## config.mk

```make
export PLATFORM = sky130hd
export DESIGN_NAME = wdt_core
export DESIGN_NICKNAME = d
export VERILOG_FILES = /design/src/rtl/wdt_pkg.sv /design/src/rtl/wdt_unit_gen.sv /design/src/rtl/wdt_down_counter.sv /design/src/rtl/wdt_event_gate.sv /design/src/rtl/wdt_core.sv
export SDC_FILE = /design/constraint.sdc
export NUM_CORES = 1
export LEC_CHECK = 0
export ABC_AREA = 1
export BUFFER_PORTS_ARGS = -buffer_cell sky130_fd_sc_hd__buf_2
export CORE_ASPECT_RATIO = 0.9
export CORE_MARGIN = 2
export CORE_UTILIZATION = 50
export DETAILED_ROUTE_END_ITERATION = 6
export MAX_ROUTING_LAYER = met4
export PLACE_DENSITY = 0.76
export SLEW_MARGIN = 40
export SYNTH_ARGS = -nofsm -noshare
export SYNTH_HDL_FRONTEND = slang
export SYNTH_SLANG_ARGS = --single-unit
```

## constraint.sdc

```tcl
create_clock -name clk -period 1.6 [get_ports clk]
set_input_delay 0 -clock clk [delete_from_list [all_inputs] [get_ports clk]]
set_output_delay 0 -clock clk [all_outputs]
set_load 0.1 [all_outputs]
```

## src/rtl/wdt_pkg.sv

```systemverilog
package wdt_pkg;
   localparam int DATA_W = 8;

   typedef enum logic [1:0] {
      SEL_PRESET = 2'd0,
      SEL_BASE   = 2'd1,
      SEL_OUTEN  = 2'd2,
      SEL_STATUS = 2'd3
   } wdt_sel_e;

   localparam int BASE_SEC_BIT = 0;
   localparam int OUTEN_BIT    = 1;
   localparam int EVENT_BIT    = 0;
endpackage

```

## src/rtl/wdt_unit_gen.sv

```systemverilog
module wdt_unit_gen #(
   parameter int TICKS_PER_MIN = 60
) (
   input  logic clk,
   input  logic rst_n,
   input  logic sec_tick,
   input  logic base_sec,
   input  logic restart,
   output logic unit_tick
);
   localparam int PW = (TICKS_PER_MIN > 1) ? $clog2(TICKS_PER_MIN) : 1;

   generate
      if (TICKS_PER_MIN == 1) begin : g_passthru
         logic unused_restart;
         assign unused_restart = restart ^ base_sec;
         assign unit_tick = sec_tick;
      end else begin : g_prescale
         localparam logic [PW-1:0] LAST = PW'(TICKS_PER_MIN - 1);
         logic [PW-1:0] pre_q;
         logic          min_tick;

         always_ff @(posedge clk or negedge rst_n) begin
            if (!rst_n)        pre_q <= '0;
            else if (restart)  pre_q <= '0;
            else if (sec_tick) pre_q <= (pre_q == LAST) ? '0 : pre_q + 1'b1;
         end

         assign min_tick  = sec_tick && (pre_q == LAST);
         assign unit_tick = base_sec ? sec_tick : min_tick;

         // prescaler never leaves its range
         p_pre_range_r3: assert property (@(posedge clk) disable iff (!rst_n)
            pre_q <= LAST);
         // a restart leaves the prescaler at zero
         p_restart_clears_r4: assert property (@(posedge clk) disable iff (!rst_n)
            restart |=> pre_q == '0);
      end
   endgenerate

   // a unit step always coincides with a one-second strobe
   p_unit_needs_sec_r3: assert property (@(posedge clk) disable iff (!rst_n)
      unit_tick |-> sec_tick);
endmodule

```

## src/rtl/wdt_down_counter.sv

```systemverilog
module wdt_down_counter #(
   parameter int CNT_W = 8
) (
   input  logic             clk,
   input  logic             rst_n,
   input  logic             load,
   input  logic [CNT_W-1:0] load_val,
   input  logic             unit_tick,
   output logic             expire
);
   localparam logic [CNT_W-1:0] ONE = CNT_W'(1);

   logic [CNT_W-1:0] cnt_q;

   always_ff @(posedge clk or negedge rst_n) begin
      if (!rst_n)                           cnt_q <= ONE;
      else if (load)                        cnt_q <= load_val;
      else if (unit_tick && cnt_q != '0)    cnt_q <= cnt_q - 1'b1;
   end

   assign expire = unit_tick && !load && (cnt_q == ONE);

   // an exhausted count holds until the next load
   p_hold_zero_r9: assert property (@(posedge clk) disable iff (!rst_n)
      (cnt_q == '0 && !load) |=> cnt_q == '0);
   // without a load the count moves by at most one step down
   p_step_one_r2: assert property (@(posedge clk) disable iff (!rst_n)
      (!load && cnt_q != '0) |=> (cnt_q == $past(cnt_q) || cnt_q == $past(cnt_q) - 1'b1));
   // a load always takes effect
   p_load_wins_r4: assert property (@(posedge clk) disable iff (!rst_n)
      load |=> cnt_q == $past(load_val));
   // expiry is reported only on the step that reaches zero
   p_expire_to_zero_r9: assert property (@(posedge clk) disable iff (!rst_n)
      expire |=> cnt_q == '0);
endmodule

```

## src/rtl/wdt_event_gate.sv

```systemverilog
module wdt_event_gate (
   input  logic clk,
   input  logic rst_n,
   input  logic expire,
   input  logic clr_req,
   input  logic oe_en,
   output logic event_flag,
   output logic rst_pulse
);
   logic ev_q;
   logic pulse_q;

   always_ff @(posedge clk or negedge rst_n) begin
      if (!rst_n) begin
         ev_q    <= 1'b0;
         pulse_q <= 1'b0;
      end else begin
         if (expire)       ev_q <= 1'b1;
         else if (clr_req) ev_q <= 1'b0;
         pulse_q <= expire && !ev_q && oe_en;
      end
   end

   assign event_flag = ev_q;
   assign rst_pulse  = pulse_q;

   // pulse lasts a single cycle
   p_pulse_one_cycle_r7: assert property (@(posedge clk) disable iff (!rst_n)
      pulse_q |=> !pulse_q);
   // pulse only on a 0-to-1 transition of the flag
   p_pulse_on_rise_r7: assert property (@(posedge clk) disable iff (!rst_n)
      pulse_q |-> (ev_q && !$past(ev_q)));
   // pulse only with the gate open at that transition
   p_pulse_needs_oe_r7: assert property (@(posedge clk) disable iff (!rst_n)
      pulse_q |-> $past(oe_en));
   // expiry beats a simultaneous clear
   p_set_beats_clear_r6: assert property (@(posedge clk) disable iff (!rst_n)
      expire |=> ev_q);
endmodule

```

## src/rtl/wdt_core.sv

```systemverilog
module wdt_core
   import wdt_pkg::*;
#(
   parameter int CNT_W         = 8,
   parameter int TICKS_PER_MIN = 60
) (
   input  logic              clk,
   input  logic              rst_n,
   input  logic              sec_tick,
   input  logic              wr_en,
   input  logic [1:0]        wr_sel,
   input  logic [DATA_W-1:0] wr_data,
   input  logic [1:0]        rd_sel,
   output logic [DATA_W-1:0] rd_data,
   output logic              event_o,
   output logic              wdt_rst_o
);
   generate
      if (CNT_W < 1 || CNT_W > DATA_W) begin : g_bad_cnt_w
         $error("wdt_core: CNT_W must be between 1 and the register width");
      end
      if (TICKS_PER_MIN < 1) begin : g_bad_ticks
         $error("wdt_core: TICKS_PER_MIN must be at least 1");
      end
   endgenerate

   localparam logic [CNT_W-1:0] ONE = CNT_W'(1);

   logic [CNT_W-1:0]  preset_q;
   logic [DATA_W-1:0] base_q;
   logic [DATA_W-1:0] outen_q;
   logic [CNT_W-1:0]  wr_cnt;
   logic [CNT_W-1:0]  load_val;
   logic              load;
   logic              clr_req;
   logic              unit_tick;
   logic              expire;
   logic              ev;
   logic              wr_hi_unused;

   assign wr_cnt       = wr_data[CNT_W-1:0];
   assign wr_hi_unused = ^(wr_data >> CNT_W);
   assign load_val     = (wr_cnt == '0) ? ONE : wr_cnt;
   assign load         = wr_en && (wr_sel == SEL_PRESET);
   assign clr_req      = wr_en && (wr_sel == SEL_STATUS) && wr_data[EVENT_BIT];

   always_ff @(posedge clk or negedge rst_n) begin
      if (!rst_n) begin
         preset_q <= ONE;
         base_q   <= '0;
         outen_q  <= '0;
      end else if (wr_en) begin
         case (wr_sel)
            SEL_PRESET: preset_q <= load_val;
            SEL_BASE:   base_q   <= wr_data;
            SEL_OUTEN:  outen_q  <= wr_data;
            default:    ;
         endcase
      end
   end

   wdt_unit_gen #(.TICKS_PER_MIN(TICKS_PER_MIN)) u_unit (
      .clk       (clk),
      .rst_n     (rst_n),
      .sec_tick  (sec_tick),
      .base_sec  (base_q[BASE_SEC_BIT]),
      .restart   (load),
      .unit_tick (unit_tick)
   );

   wdt_down_counter #(.CNT_W(CNT_W)) u_cnt (
      .clk       (clk),
      .rst_n     (rst_n),
      .load      (load),
      .load_val  (load_val),
      .unit_tick (unit_tick),
      .expire    (expire)
   );

   wdt_event_gate u_gate (
      .clk        (clk),
      .rst_n      (rst_n),
      .expire     (expire),
      .clr_req    (clr_req),
      .oe_en      (outen_q[OUTEN_BIT]),
      .event_flag (ev),
      .rst_pulse  (wdt_rst_o)
   );

   always_comb begin
      unique case (rd_sel)
         SEL_PRESET: rd_data = DATA_W'(preset_q);
         SEL_BASE:   rd_data = base_q;
         SEL_OUTEN:  rd_data = outen_q;
         default:    rd_data = DATA_W'({wr_hi_unused & 1'b0, ev});
      endcase
   end

   assign event_o = ev;

   // the stored preset is never zero
   p_preset_nonzero_r5: assert property (@(posedge clk) disable iff (!rst_n)
      preset_q != '0);
   // with the gate closed no reset pulse leaves the block
   p_no_pulse_gate_shut_r11: assert property (@(posedge clk) disable iff (!rst_n)
      !$past(outen_q[OUTEN_BIT]) |-> !wdt_rst_o);
   // a clear with no expiry empties the flag
   p_clear_r6: assert property (@(posedge clk) disable iff (!rst_n)
      (clr_req && !expire) |=> !event_o);
endmodule

```

# Yosys cells after proc, flatten, opt, wreduce, memory -nomap -nowiden
# Cells that the tools add are included.
classes:
  add_sub_neg: 2
  n_reduce_logical: 21
  eq_ne: 7
  muxes: 10
ops:
  columns: ["operator", "count"]
  rows:
  - ["8-bit 2-to-1 mux", 3]
  - ["8-bit case mux with 3 select lines", 1]
  - ["6-bit 2-to-1 mux", 3]
  - ["1-bit logical AND", 9]
  - ["8-bit by 1-bit == test with 1-bit output, second input constant", 1]
  - ["8-bit logical NOT", 1]
  - ["8-bit nonzero test", 1]
  - ["8-bit by 1-bit subtractor with 8-bit output, second input constant", 1]
  - ["6-bit by 1-bit adder with 6-bit output, second input constant", 1]
  - ["2-bit == test, second input constant", 3]
  - ["6-bit == test, second input constant", 1]
  - ["2-bit AND reduction", 3]
  - ["2-bit nonzero test", 3]
  - ["2-bit by 1-bit == test with 1-bit output, second input constant", 2]
  - ["2-bit logical NOT", 2]
  - ["1-bit 2-to-1 mux", 3]
  - ["1-bit logical NOT", 2]
totals:
  elab_cells: 47
  reg_bits: 40
  output_inout_bits: 10
  in_bits: 16

# Depth between registers and ports, before layout
logic_depth:
  word_depth: 7
  ltp_mapped: 9
  ltp_nobuf: 9

# Modules after synthesis
# From an unflattened synthesis, not the netlist that was laid out.
hier_totals:
  hier_cells: 301
  hier_area_um2: 2274.7
by_module_without_submodules:
  columns: ["module", "n_inst", "seq_area_each_um2", "cells_each", "area_per_inst_um2"]
  rows:
  - ["wdt_core", 1, 601.8, 143, 1182.4]
  - ["wdt_down_counter", 1, 201.4, 102, 649.4]
  - ["wdt_unit_gen", 1, 150.1, 48, 367.9]
  - ["wdt_event_gate", 1, 50.0, 8, 75.1]

# Least setup slack after synthesis
# Ideal clock, no wire load.
synth_timing:
  path_type: "reg2out"
  from: "register u_gate.ev_q, in the netlist u_gate.event_flag"
  to: "output port rd_data[0]"
  stages_incl_launch_ff: 3
  n_path_buf: 0
  setup_slack_ns: -0.331
  arrival_ns: 1.931
  required_time_ns: 1.600
  cell_sequence: "dfrtp_1 nand3_1 o2111ai_1"
synth_between:
  elab_chain_cells: 1
synth_rtl:
  columns: ["item", "line", "source"]
  rows:
  - ["start, declared", "wdt_event_gate.sv:10", "logic ev_q;"]
  - ["start signal, assigned", "wdt_event_gate.sv:15", "ev_q <= 1'b0;"]
  - ["start signal, assigned", "wdt_event_gate.sv:18", "if (expire) ev_q <= 1'b1;"]
  - ["start signal, assigned", "wdt_event_gate.sv:19", "else if (clr_req) ev_q <= 1'b0;"]
  - ["8-bit case mux with 3 select lines", "wdt_core.sv:91", "unique case (rd_sel)"]
  - ["end, declared", "wdt_core.sv:14", "output logic [DATA_W-1:0] rd_data,"]
# Every way passes these cells.

# Worst setup path after layout
layout_timing:
  from: "register preset_q[0]"
  to: "output port rd_data[0]"
layout_between:
  elab_chain_cells: 1
layout_rtl:
  columns: ["item", "line", "source"]
  rows:
  - ["start, declared", "wdt_core.sv:29", "logic [CNT_W-1:0] preset_q;"]
  - ["start signal, assigned", "wdt_core.sv:54", "SEL_PRESET: preset_q <= load_val;"]
  - ["8-bit case mux with 3 select lines", "wdt_core.sv:91", null]
# Every way passes these cells.

==> out/qor.yml <==
cp_max_fo: 2
die_w_um: 72.75
cts-root-buf: "clkbuf_8"
drv_slew: 0
cp_slowest_stage_delay_ns: 0.55
status: "finished, final reports clean"
clk_latency_ns: 0.29
period_needed_ns: 1.475
cts_buffer_depth: 2
dpl_cell_area_mm2: 0.002326
ir_drop_mv: 0.8044
finalSetupViolCount: 0
crit_end: "rd_data[0]"
h-tree-depth: 2
hold_viol: 0
end_kind: "output pin"
design.core.area_mm2: 0.004074
grt_pass1_vias: 1896
r2r_setup_slack_ns: 0.13
fin_crit_sh_pct: 92.20
p_int_w: 0.002123
ys_ff_latch: 40
viasPerCell: 5.137
die-area_mm2: 0.004792
cts_made_buffers: 5
grt_pass1_wl_um: 8162
antenna_cells: 0
swShare_pct: 41.81
nets: 343
critPathSlowestCell: "dfstp_2"
critPathLaunchType: "flip-flop"
grt_max_degree: 41
dp.cells: 356
arrival_ns: 1.48
max_slew.worst_pin.slew_ns: 0.5631
ant_nets: 0
clkSlewWorstSetupHoldPaths_ns: 0.08
r2r-start: "u_cnt.cnt_q[0]"
cts_tree: "yes"
synthArstFlopShare_pct: 100.0
reg2reg_to: "u_cnt.cnt_q[1]"
grt_use_total_pct: 22.29
via_count: 1911
synth_top_area_share_pct: 44.71
areaGrowthSynthToFinish_pct: 17.82
relSlewSlack_pct: 62.35
maxCapViolCount: 0
port_buffers: 25
yosys_warnings: 0
n_fill_cell: 377
netlist_area_mm2: 0.002127
seq_area_frac_synth_pct: 47.18
combPwrFrac_pct: 38.1
hold_path.startpoint: "wr_sel[1]"
synthCells: 284
synthTopCellsByArea: "dfrtp_1 45%, nand2_1 19%, nand3_1 8.0%"
max_freq_mhz: 677.9
path_class: "reg2out"
finalNonFillerCells: 372
ios: 26
grt_antenna_before_repair: 0
stdcell_area_mm2: 0.002506
cts_resized: 0
crit_required_ns: 1.60
cts_sinks: 40
dr.pass1.iters: 4
gp_congestion: 0.8791
hpwl_um: 3346
drc: 0
clock_skew_ns: 0.005168
grt_overflow: 0
min_path_type: "in2reg"
synthFlopType: "dfrtp_1"
initial_utilization_pct: 52.21
drive_above_1_share_pct: 15.12
worstPathCellList: "nand2_1, o2111ai_4, buf_2"
fp.dieH_um: 65.88
drtIter0Drc: 122
rows: 22
synth_nets: 304
p_sw_w: 0.001526
leakagePower_nw: 1.385
fin_tns_setup_ns: 0
p_per_area_mw_per_mm2: 1456
routedWlPerCell_um: 12.36
rsz0062_at_grt: "no"
syn_avg_cell_area_um2: 7.490
seqPwrFrac_pct: 41.9
synth_top_area_cell: "dfrtp_1"
synth-edff-count: 0
clockPowerShare_pct: 20.1
synth_cell_types: 28
ff2ff_path_depth: 7
critical_path.startpoint: "preset_q[0]"
p_total_w: 0.003649
drt-total-wl_um: 4599
==> state kept, by name, summed over array words and instances (netlist names) <==
signal,cells
preset_q,8
u_gate.event_flag,1
outen_q,8
u_cnt.cnt_q,8
u_gate.rst_pulse,1
u_unit.g_prescale.pre_q,6
base_q,8
==> Yosys cell counts, types with 2 or more instances <==
library cell / instances
dfstp_2: 2
nand4_1: 4
o21ai_0: 25
buf_2: 3
ha_1: 4
nand3_1: 34
nor2_1: 14
dfrtp_1: 38
nand3_2: 2
inv_2: 3
inv_1: 29
a21oi_1: 2
nand2_1: 109
==> what timing repair did <==
item,CTS,global route
setup buffers,0,0
endpoints found under the hold margin,45,0
hold buffers,8,0
==> cells by family after synthesis <==
kind of cell / count (synthesis) / share of synthesized area (%)
and+or+nand+nor: 170 / 34.82
DFF: 40 / 47.18
xor gates and xnor gates: 1 / 0.4118
AOI/OAI and AO/OA: 31 / 7.824
buffers and inverters: 38 / 7.411
adders and majority gates: 4 / 2.353
==> power groups by stage <==
stage	combinational, W	sequential, W	clock [W]
6_report	0.00139	0.00153	0.000733
4_1_cts	0.00140	0.00152	0.000744
3_3_place_gp	0.00136	0.00153	0
5_1_grt	0.00160	0.00157	0.000783
3_5_place_dp	0.00138	0.00154	0
2_1_floorplan	0.00106	0.00156	0
==> layout make-up <==
cell class	instances	area (µm²)	area share (%)
repair buffers	37	235.2	9.386
well taps	48	60.06	2.396
clock buffers	8	100.1	3.994
flip-flops and latches	40	1003	40.04
multi-input cells	206	983.4	39.24
inverters	33	123.9	4.943
==> how the worst min path moves through the flow <==
| stage | end | slack (ns) | depth (start not counted) |
|---|---|---|---|
| after floorplan | base_q[0] | -0.30 | 0 |
| after global placement | u_unit.g_prescale.pre_q[3] | 0.09 | 2 |
| after detailed placement | u_unit.g_prescale.pre_q[4] | 0.09 | 2 |
| after CTS | u_gate.event_flag | 0.04 | 4 |
| after global routing | u_gate.event_flag | 0.08 | 4 |
| final | u_gate.event_flag | 0.05 | 4 |
==> stage by stage <==
stage	hold WS, ns	util, %	setup WS [ns]
after CTS	0.04244	61.52	0.1124
final	0.04524	61.52	0.1248
after global routing	0.08049	61.52	0.02791
after floorplan	-0.2956	-	0.1199
after global placement	0.08982	57.09	0.2168
after detailed placement	0.08929	57.09	0.1281
==> cell usage in the layout (no fill, tap or decap) <==
cell type / n
a21boi_0: 1
a21oi_1: 2
and3_1: 1
buf_2: 25
buf_4: 4
clkbuf_1: 1
clkbuf_8: 7
clkinv_1: 1
dfrtp_1: 38
dfstp_2: 2
dlygate4sd3_1: 8
ha_1: 4
inv_1: 29
inv_2: 3
nand2_1: 109
nand2_2: 1
nand2_4: 1
nand3_1: 34
nand3_2: 2
nand3_4: 1
nand4_1: 4
nor2_1: 14
nor2_2: 1
nor2_4: 1
nor3_1: 1
o2111ai_4: 1
o21a_1: 1
o21ai_0: 25
o21bai_1: 1
xnor2_1: 1
==> worst max-delay path, delay by kind of cell, from the launching register on <==
family / cells / cell delay, ns
flops: 1 / 0.55
compound gates: 1 / 0.10
buf+inv: 1 / 0.45
simple gates: 1 / 0.09
==> layer usage <==
layer | part of all wire [%] | up-vias | track usage (%)
met5 | 0 | - | -
met3 | 3.1 | 4 | 4.116
met4 | 0.70 | 0 | 4.861
met1 | 49 | 899 | 27.98
met2 | 48 | 30 | 37.84
li1 | - | 978 | -
(Power assumes the default switching activity.)
